**src/rtl/rms_pkg.sv**
```systemverilog
`timescale 1ns/1ps
package rms_pkg;
  // measurement phase of the engine
  typedef enum logic [1:0] {
    PH_IDLE  = 2'd0,  // no start seen since reset
    PH_BLOCK = 2'd1,  // accumulating the N-sample block
    PH_TAIL  = 2'd2,  // counting the settling tail
    PH_HOLD  = 2'd3   // result published, waiting for a new start
  } phase_t;
endpackage

```
**src/rtl/rms_square.sv**
```systemverilog
`timescale 1ns/1ps
module rms_square #(
  parameter int DATA_W = 16
) (
  input  logic [DATA_W-1:0]   smp,
  input  logic                dc_sub,
  output logic [2*DATA_W-1:0] sq
);
  localparam int SQ_W = 2 * DATA_W;
  localparam logic [DATA_W-1:0] HALF = DATA_W'(1) << (DATA_W - 1);

  // magnitude of the (optionally mid-scale removed) sample, then its square
  function automatic logic [SQ_W-1:0] square_of(input logic [DATA_W-1:0] s,
                                                 input logic dc);
    logic [DATA_W-1:0] mag;
    logic [SQ_W-1:0]   wide;
    if (!dc)            mag = s;
    else if (s >= HALF) mag = s - HALF;
    else                mag = HALF - s;
    wide = {{DATA_W{1'b0}}, mag};
    return wide * wide;
  endfunction

  always_comb sq = square_of(smp, dc_sub);
endmodule

```
**src/rtl/rms_accum.sv**
```systemverilog
`timescale 1ns/1ps
module rms_accum
  import rms_pkg::*;
#(
  parameter int DATA_W   = 16,
  parameter int LEN_W    = 2,
  parameter int MIN_LOG2 = 10,
  parameter int STEP     = 2,
  parameter int TAIL_N   = 40
) (
  input  logic                clk,
  input  logic                rst_n,
  input  logic                start,
  input  logic                qual,
  input  logic [2*DATA_W-1:0] sq,
  input  logic [LEN_W-1:0]    len_code,
  output phase_t              phase,
  output logic                blk_last,
  output logic                tail_last,
  output logic                mean_go,
  output logic [2*DATA_W-1:0] mean
);
  localparam int SQ_W     = 2 * DATA_W;
  localparam int MAX_LOG2 = MIN_LOG2 + STEP * ((1 << LEN_W) - 1);
  localparam int ACC_W    = SQ_W + MAX_LOG2;
  localparam int CNT_W    = MAX_LOG2 + 1;
  localparam int TAIL_W   = $clog2(TAIL_N + 1);
  localparam int SH_W     = $clog2(MAX_LOG2 + 1);

  phase_t            phase_q;
  logic [ACC_W-1:0]  acc_q;
  logic [CNT_W-1:0]  cnt_q;
  logic [TAIL_W-1:0] tail_q;
  logic              mean_go_q;
  logic [SQ_W-1:0]   mean_q;

  logic [SH_W-1:0]   shift_amt;
  logic [CNT_W-1:0]  blk_target_m1;
  logic [ACC_W-1:0]  acc_sum;
  logic [ACC_W-1:0]  mean_full;

  always_comb begin
    shift_amt     = SH_W'(MIN_LOG2 + STEP * int'(len_code));
    blk_target_m1 = (CNT_W'(1) << shift_amt) - CNT_W'(1);
    acc_sum       = acc_q + ACC_W'(sq);
    mean_full     = acc_sum >> shift_amt;
    blk_last      = !start && (phase_q == PH_BLOCK) && qual && (cnt_q == blk_target_m1);
    tail_last     = !start && (phase_q == PH_TAIL) && qual && (tail_q == TAIL_W'(TAIL_N - 1));
  end

  always_ff @(posedge clk or negedge rst_n) begin
    if (!rst_n) begin
      phase_q   <= PH_IDLE;
      acc_q     <= '0;
      cnt_q     <= '0;
      tail_q    <= '0;
      mean_go_q <= 1'b0;
      mean_q    <= '0;
    end else begin
      mean_go_q <= blk_last;
      if (start) begin
        phase_q <= PH_BLOCK;
        acc_q   <= qual ? ACC_W'(sq) : '0;
        cnt_q   <= qual ? CNT_W'(1) : '0;
        tail_q  <= '0;
      end else begin
        case (phase_q)
          PH_BLOCK: if (qual) begin
            acc_q <= acc_sum;
            cnt_q <= cnt_q + CNT_W'(1);
            if (blk_last) begin
              phase_q <= PH_TAIL;
              mean_q  <= mean_full[SQ_W-1:0];
            end
          end
          PH_TAIL: if (qual) begin
            tail_q <= tail_q + TAIL_W'(1);
            if (tail_last) phase_q <= PH_HOLD;
          end
          default: ;
        endcase
      end
    end
  end

  assign phase   = phase_q;
  assign mean_go = mean_go_q;
  assign mean    = mean_q;
endmodule

```
**src/rtl/rms_isqrt.sv**
```systemverilog
`timescale 1ns/1ps
module rms_isqrt #(
  parameter int ROOT_W = 16
) (
  input  logic                clk,
  input  logic                rst_n,
  input  logic                go,
  input  logic [2*ROOT_W-1:0] rad,
  output logic                busy,
  output logic [ROOT_W-1:0]   root
);
  localparam int RAD_W = 2 * ROOT_W;
  localparam int REM_W = ROOT_W + 2;
  localparam int CUR_W = REM_W + 2;
  localparam int IT_W  = $clog2(ROOT_W + 1);

  // one digit of the shift-and-subtract recurrence: returns {remainder, root}
  function automatic logic [REM_W+ROOT_W-1:0] digit_step(input logic [REM_W-1:0]  rem,
                                                          input logic [ROOT_W-1:0] rt,
                                                          input logic [1:0]        pair);
    logic [CUR_W-1:0] cur;
    logic [CUR_W-1:0] trial;
    logic [CUR_W-1:0] diff;
    cur   = {rem, pair};
    trial = CUR_W'({rt, 2'b01});
    diff  = cur - trial;
    if (cur >= trial) return {diff[REM_W-1:0], rt[ROOT_W-2:0], 1'b1};
    else              return {cur[REM_W-1:0],  rt[ROOT_W-2:0], 1'b0};
  endfunction

  logic [RAD_W-1:0]        rad_q;
  logic [REM_W-1:0]        rem_q;
  logic [ROOT_W-1:0]       root_q;
  logic [IT_W-1:0]         it_q;
  logic [REM_W+ROOT_W-1:0] nxt;

  always_comb nxt = digit_step(rem_q, root_q, rad_q[RAD_W-1 -: 2]);

  always_ff @(posedge clk or negedge rst_n) begin
    if (!rst_n) begin
      rad_q  <= '0;
      rem_q  <= '0;
      root_q <= '0;
      it_q   <= '0;
    end else if (go) begin
      rad_q  <= rad;
      rem_q  <= '0;
      root_q <= '0;
      it_q   <= IT_W'(ROOT_W);
    end else if (it_q != '0) begin
      rem_q  <= nxt[REM_W+ROOT_W-1:ROOT_W];
      root_q <= nxt[ROOT_W-1:0];
      rad_q  <= rad_q << 2;
      it_q   <= it_q - IT_W'(1);
    end
  end

  assign busy = (it_q != '0);
  assign root = root_q;
endmodule

```
**src/rtl/rms_engine.sv**
```systemverilog
`timescale 1ns/1ps
module rms_engine
  import rms_pkg::*;
#(
  parameter int DATA_W   = 16,
  parameter int CH_W     = 3,
  parameter int LEN_W    = 2,
  parameter int MIN_LOG2 = 10,
  parameter int STEP     = 2,
  parameter int TAIL_N   = 40
) (
  input  logic              clk,
  input  logic              rst_n,
  input  logic              smp_valid,
  input  logic [CH_W-1:0]   smp_chan,
  input  logic [DATA_W-1:0] smp_data,
  input  logic [CH_W-1:0]   cfg_chan,
  input  logic [LEN_W-1:0]  cfg_len_code,
  input  logic              cfg_dc_sub,
  input  logic              start,
  input  logic              alert_en,
  output logic [DATA_W-1:0] rms_out,
  output logic              done,
  output logic              alert
);
  localparam int SQ_W = 2 * DATA_W;

  // captured configuration
  logic [CH_W-1:0]  chan_q;
  logic [LEN_W-1:0] code_q;
  logic             dc_q;
  // configuration in force this cycle (the start cycle uses the live inputs)
  logic [CH_W-1:0]  eff_chan;
  logic [LEN_W-1:0] eff_code;
  logic             eff_dc;

  // named internal events, observed by the checker
  logic              qual_smp;
  logic [SQ_W-1:0]   sq_term;
  phase_t            phase;
  logic              blk_last;
  logic              tail_last;
  logic              mean_go;
  logic [SQ_W-1:0]   mean;
  logic              sqrt_busy;
  logic [DATA_W-1:0] sqrt_root;

  logic              done_q;
  logic [DATA_W-1:0] rms_q;

  always_comb begin
    eff_chan = start ? cfg_chan     : chan_q;
    eff_code = start ? cfg_len_code : code_q;
    eff_dc   = start ? cfg_dc_sub   : dc_q;
    qual_smp = smp_valid && (smp_chan == eff_chan) && (start || phase != PH_IDLE);
  end

  always_ff @(posedge clk or negedge rst_n) begin
    if (!rst_n) begin
      chan_q <= '0;
      code_q <= '0;
      dc_q   <= 1'b0;
    end else if (start) begin
      chan_q <= cfg_chan;
      code_q <= cfg_len_code;
      dc_q   <= cfg_dc_sub;
    end
  end

  rms_square #(.DATA_W(DATA_W)) u_square (
    .smp    (smp_data),
    .dc_sub (eff_dc),
    .sq     (sq_term)
  );

  rms_accum #(
    .DATA_W  (DATA_W),
    .LEN_W   (LEN_W),
    .MIN_LOG2(MIN_LOG2),
    .STEP    (STEP),
    .TAIL_N  (TAIL_N)
  ) u_accum (
    .clk      (clk),
    .rst_n    (rst_n),
    .start    (start),
    .qual     (qual_smp),
    .sq       (sq_term),
    .len_code (eff_code),
    .phase    (phase),
    .blk_last (blk_last),
    .tail_last(tail_last),
    .mean_go  (mean_go),
    .mean     (mean)
  );

  rms_isqrt #(.ROOT_W(DATA_W)) u_isqrt (
    .clk  (clk),
    .rst_n(rst_n),
    .go   (mean_go),
    .rad  (mean),
    .busy (sqrt_busy),
    .root (sqrt_root)
  );

  always_ff @(posedge clk or negedge rst_n) begin
    if (!rst_n) begin
      done_q <= 1'b0;
      rms_q  <= '0;
    end else if (start) begin
      done_q <= 1'b0;
    end else if (tail_last) begin
      done_q <= 1'b1;
      rms_q  <= sqrt_root;
    end
  end

  assign done    = done_q;
  assign rms_out = rms_q;
  assign alert   = done_q & alert_en;
endmodule

```
**config.mk**
```make
export PLATFORM = sky130hd
export DESIGN_NAME = rms_engine
export DESIGN_NICKNAME = d
export VERILOG_FILES = /design/src/rtl/rms_pkg.sv /design/src/rtl/rms_square.sv /design/src/rtl/rms_accum.sv /design/src/rtl/rms_isqrt.sv /design/src/rtl/rms_engine.sv
export SDC_FILE = /design/constraint.sdc
export NUM_CORES = 1
export LEC_CHECK = 0
export ABC_AREA = 1
export CORE_UTILIZATION = 39
export CTS_CLUSTER_SIZE = 20
export DETAILED_ROUTE_END_ITERATION = 7
export PLACE_DENSITY = 0.58
export SLEW_MARGIN = 20
export SYNTH_ARGS = -nofsm -noshare
export SYNTH_HDL_FRONTEND = slang
export SYNTH_HIERARCHICAL = 1
export SYNTH_SLANG_ARGS = --single-unit
```
**constraint.sdc**
```tcl
create_clock -name clk -period 16.8 [get_ports clk]
set_input_delay 3.36 -clock clk [delete_from_list [all_inputs] [get_ports clk]]
set_output_delay 3.36 -clock clk [all_outputs]
set_load 0.02 [all_outputs]
```
==> impl_metrics.yaml <==
status:
  status: "completed"
layout:
  area_delta_synth_final_pct: 7.84
  drive_gt1_frac: 0.0643
  fin_util: 0.427
  multi_input_area_mm2: 0.0147
  diodes: 0
  fin_nets: 3557
  seqCellArea_mm2: 0.00500
  fillers: 5950
drt:
  ant_nets: 0
  routed_wl_um: 63900
  remaining_drc_errors: 0
  via_count: 20000
  wl_per_cell_um: 16.1
  dr.pass1.iters: 5
  drtIter0Drc: 1616
  avgViaCountPerCell: 5.03
timing:
  period_needed_ns: 12.43
  setup_viol: 0
  fmax_mhz: 80.4
  slew_violations: 0
  fin_crit_sh: 0.740
  rsz0062_at_grt: "no"
  maxSlewHeadroom: 0.277
  final_hold_viol_count: 0
  fin_skew_ns: 0.00870
  setup_tns_ns: 0
  worstMarginPinSlew_ns: 1.08
critical_path:
  crit_slowest_cell: "clkdlybuf4s50_1"
  path_buf_inv: 6
  path_class: "input port to flop"
  regToRegSetupSlack_ns: 7.87
  cp_max_fo: 17
  cp_data_required_time_ns: 17.17
  worstPathArrival_ns: 12.80
  slowest_delay_ns: 0.71
  critical_path.startpoint_type: "input port"
  cp_top_family: "adder cells"
  crit_path_end_kind: "flop"
place:
  place_congestion: 0.967
  port-buffer-count: 47
  dp_hpwl_um: 51000
grt:
  grt_pass1_wl_um: 107000
  grt_pass1_vias: 19800
  grt_overflow_total: 0
  grt_max_degree: 87
  track_usage: 0.229
  antenna_found_initial: 1
logic_synthesis:
  synth_compound_area_frac: 0.0780
  synthSimpleGateAreaFrac: 0.316
  ys.flop_type: "dfrtp_1"
  yosysWarningCount: 6
  avgSynthCellArea_um2: 7.01
  synthAdderAreaFrac: 0.234
  synth_xor_area_frac: 0.0198
  synth.area.mux_share: 0.00956
  synth_cell_types: 64
  synth_seq_area_share: 0.224
  synthArstFlopShare: 1.00
  synth-seq-cells: 200
  syn_area_mm2: 0.0224
  synth_edf_count: 0
  syn_nets: 3545
  syn_inst: 3196
  synth_top_family_by_area: "simple AND/OR/NAND/NOR gates"
hold_path:
  min_path_type: "flop to flop"
clocking:
  clkTransAtPathRegs_ns: 0.08
  ctsResizeCount: 0
  h-tree-depth: 4
  cts_hold_buffers: 0
  clockRootBuffer: "clkbuf_16"
  cts_made_buffers: 17
  clkSinkCount: 200
  cts_setup_buffers: 0
  cts_tree: "done"
  clock_path_buffers: 2
  clk_latency_ns: 0.48
die:
  die_w_um: 242
  io_pins: 48
  die_h_um: 242
  die-area_mm2: 0.0584
  rows: 87
  coreArea_mm2: 0.0566
  start_util: 0.396
flow_run:
  max_cap_violations: 0
==> flip-flops by register name, indices dropped and copies added, names as in the netlist <==
name             cells
u_accum/cnt_q       17
u_accum/acc_q       48
u_isqrt/rad_q       32
u_accum/phase        2
dc_q                 1
u_accum/mean_go      1
u_isqrt/it_q         5
u_isqrt/root        16
u_accum/tail_q       6
u_accum/mean        32
chan_q               3
done                 1
u_isqrt/rem_q       18
rms_out             16
code_q               2
==> layout by cell type, fill, tap and decap left out, drive strengths merged, types with 4 or more instances in the layout <==
| master | instances |
|---|---|
| clkinv | 7 |
| a31oi | 8 |
| nand3 | 277 |
| a21oi | 144 |
| fa | 165 |
| or2 | 21 |
| and2 | 7 |
| xnor2 | 21 |
| nand4 | 29 |
| nand3b | 19 |
| clkbuf | 17 |
| xor2 | 27 |
| o21bai | 11 |
| o21ai | 82 |
| dfrtp | 200 |
| clkdlybuf4s50 | 46 |
| inv | 614 |
| nor2 | 305 |
| mux2 | 16 |
| ha | 154 |
| o31ai | 4 |
| o221ai | 10 |
| a21o | 4 |
| nand2 | 937 |
| nor3 | 32 |
| o22ai | 19 |
| o211ai | 16 |
| buf | 16 |
==> final timing paths <==
check	start	endpoint	cells after the start
min reg2reg	u_accum/mean[27]	u_accum/mean[27]	2
max in group asynchronous	rst_n	u_accum/acc_q[47]	3
max reg2reg	dc_q	u_accum/mean[8]	36
min	u_accum/mean[27]	u_accum/mean[27]	2
max	smp_data[0]	u_accum/mean[8]	37
min in group asynchronous	rst_n	u_accum/tail_q[2]	1
==> logic make-up (layout without fill, tap and decap cells) <==
kind of cell             after synthesis  after routing
AO/OA/AOI/OAI                        305            305
buffers and inverters                675            700
other                                  1              1
XOR/XNOR                              48             48
flip-flops                           200            200
adder cells (fa/ha/maj)              319            319
AND/OR/NAND/NOR                     1632           1632
multiplexers                          16             16
==> per-stage QoR <==
stage	worst slack (ns)	area (µm²)	hold WS (ns)	instances
6_report	4.37	24100	0.484	3977
3_3_place_gp	4.05	23600	0.466	3945
3_5_place_dp	4.03	23600	0.467	3945
2_1_floorplan	6.17	22400	0.433	3196
5_1_grt	3.82	24100	0.511	3977
4_1_cts	4.53	24100	0.487	3977
==> metal layers <==
| layer | part of all wire | routed length (µm) | track usage | up-vias |
|---|---|---|---|---|
| met4 | 0.017 | 1080 | 0.0506 | 2 |
| met5 | 0.00020 | 13 | 0 | - |
| met1 | 0.48 | 30700 | 0.330 | 9426 |
| li1 | - | - | - | 9986 |
| met3 | 0.066 | 4200 | 0.0412 | 54 |
| met2 | 0.44 | 28000 | 0.356 | 529 |
==> synthesized netlist by cell type (all sizes together), types with 2 or more instances <==
master | instances | area [µm²]
nand3 | 277 | 1420
o21ai | 82 | 429
nand3b | 19 | 143
nand4 | 29 | 188
a21o | 4 | 30.0
nor2 | 305 | 1270
clkbuf | 29 | 109
buf | 40 | 270
fa | 165 | 3300
nor3 | 32 | 186
xor2 | 27 | 259
a211oi | 2 | 15.0
or2 | 21 | 131
nor3b | 2 | 15.0
o211ai | 16 | 120
clkinv | 2 | 7.51
ha | 154 | 1930
o31ai | 4 | 30.0
o221ai | 10 | 87.6
o22ai | 19 | 119
dfrtp | 200 | 5000
a31oi | 8 | 50.1
nand2 | 937 | 3650
and2 | 7 | 47.6
xnor2 | 21 | 184
mux2 | 16 | 214
a22oi | 2 | 15.0
a21oi | 144 | 743
o21bai | 11 | 82.6
inv | 604 | 2280
==> worst register-to-register path: cells and delay by family (launching register included) <==
| family | cells | cell delay (ns) |
|---|---|---|
| xor+xnor | 1 | 0.26 |
| buf+inv | 5 | 0.40 |
| simple gates | 20 | 3.60 |
| compound gates | 2 | 0.28 |
| flops | 1 | 0.37 |
| fa+ha+maj | 8 | 3.94 |
==> final cells by class <==
type | count | area share
clock buffers | 17 | 0.0176
clock inverters | 15 | 0.00705
inverters | 606 | 0.0946
multi-input cells | 2321 | 0.610
flip-flops and latches | 200 | 0.207
well taps | 756 | 0.0392
repair buffers | 62 | 0.0244
Power is left out: the tool's default activity adds up to more than one toggle a clock period on the data nets, which glitch-free logic cannot reach.
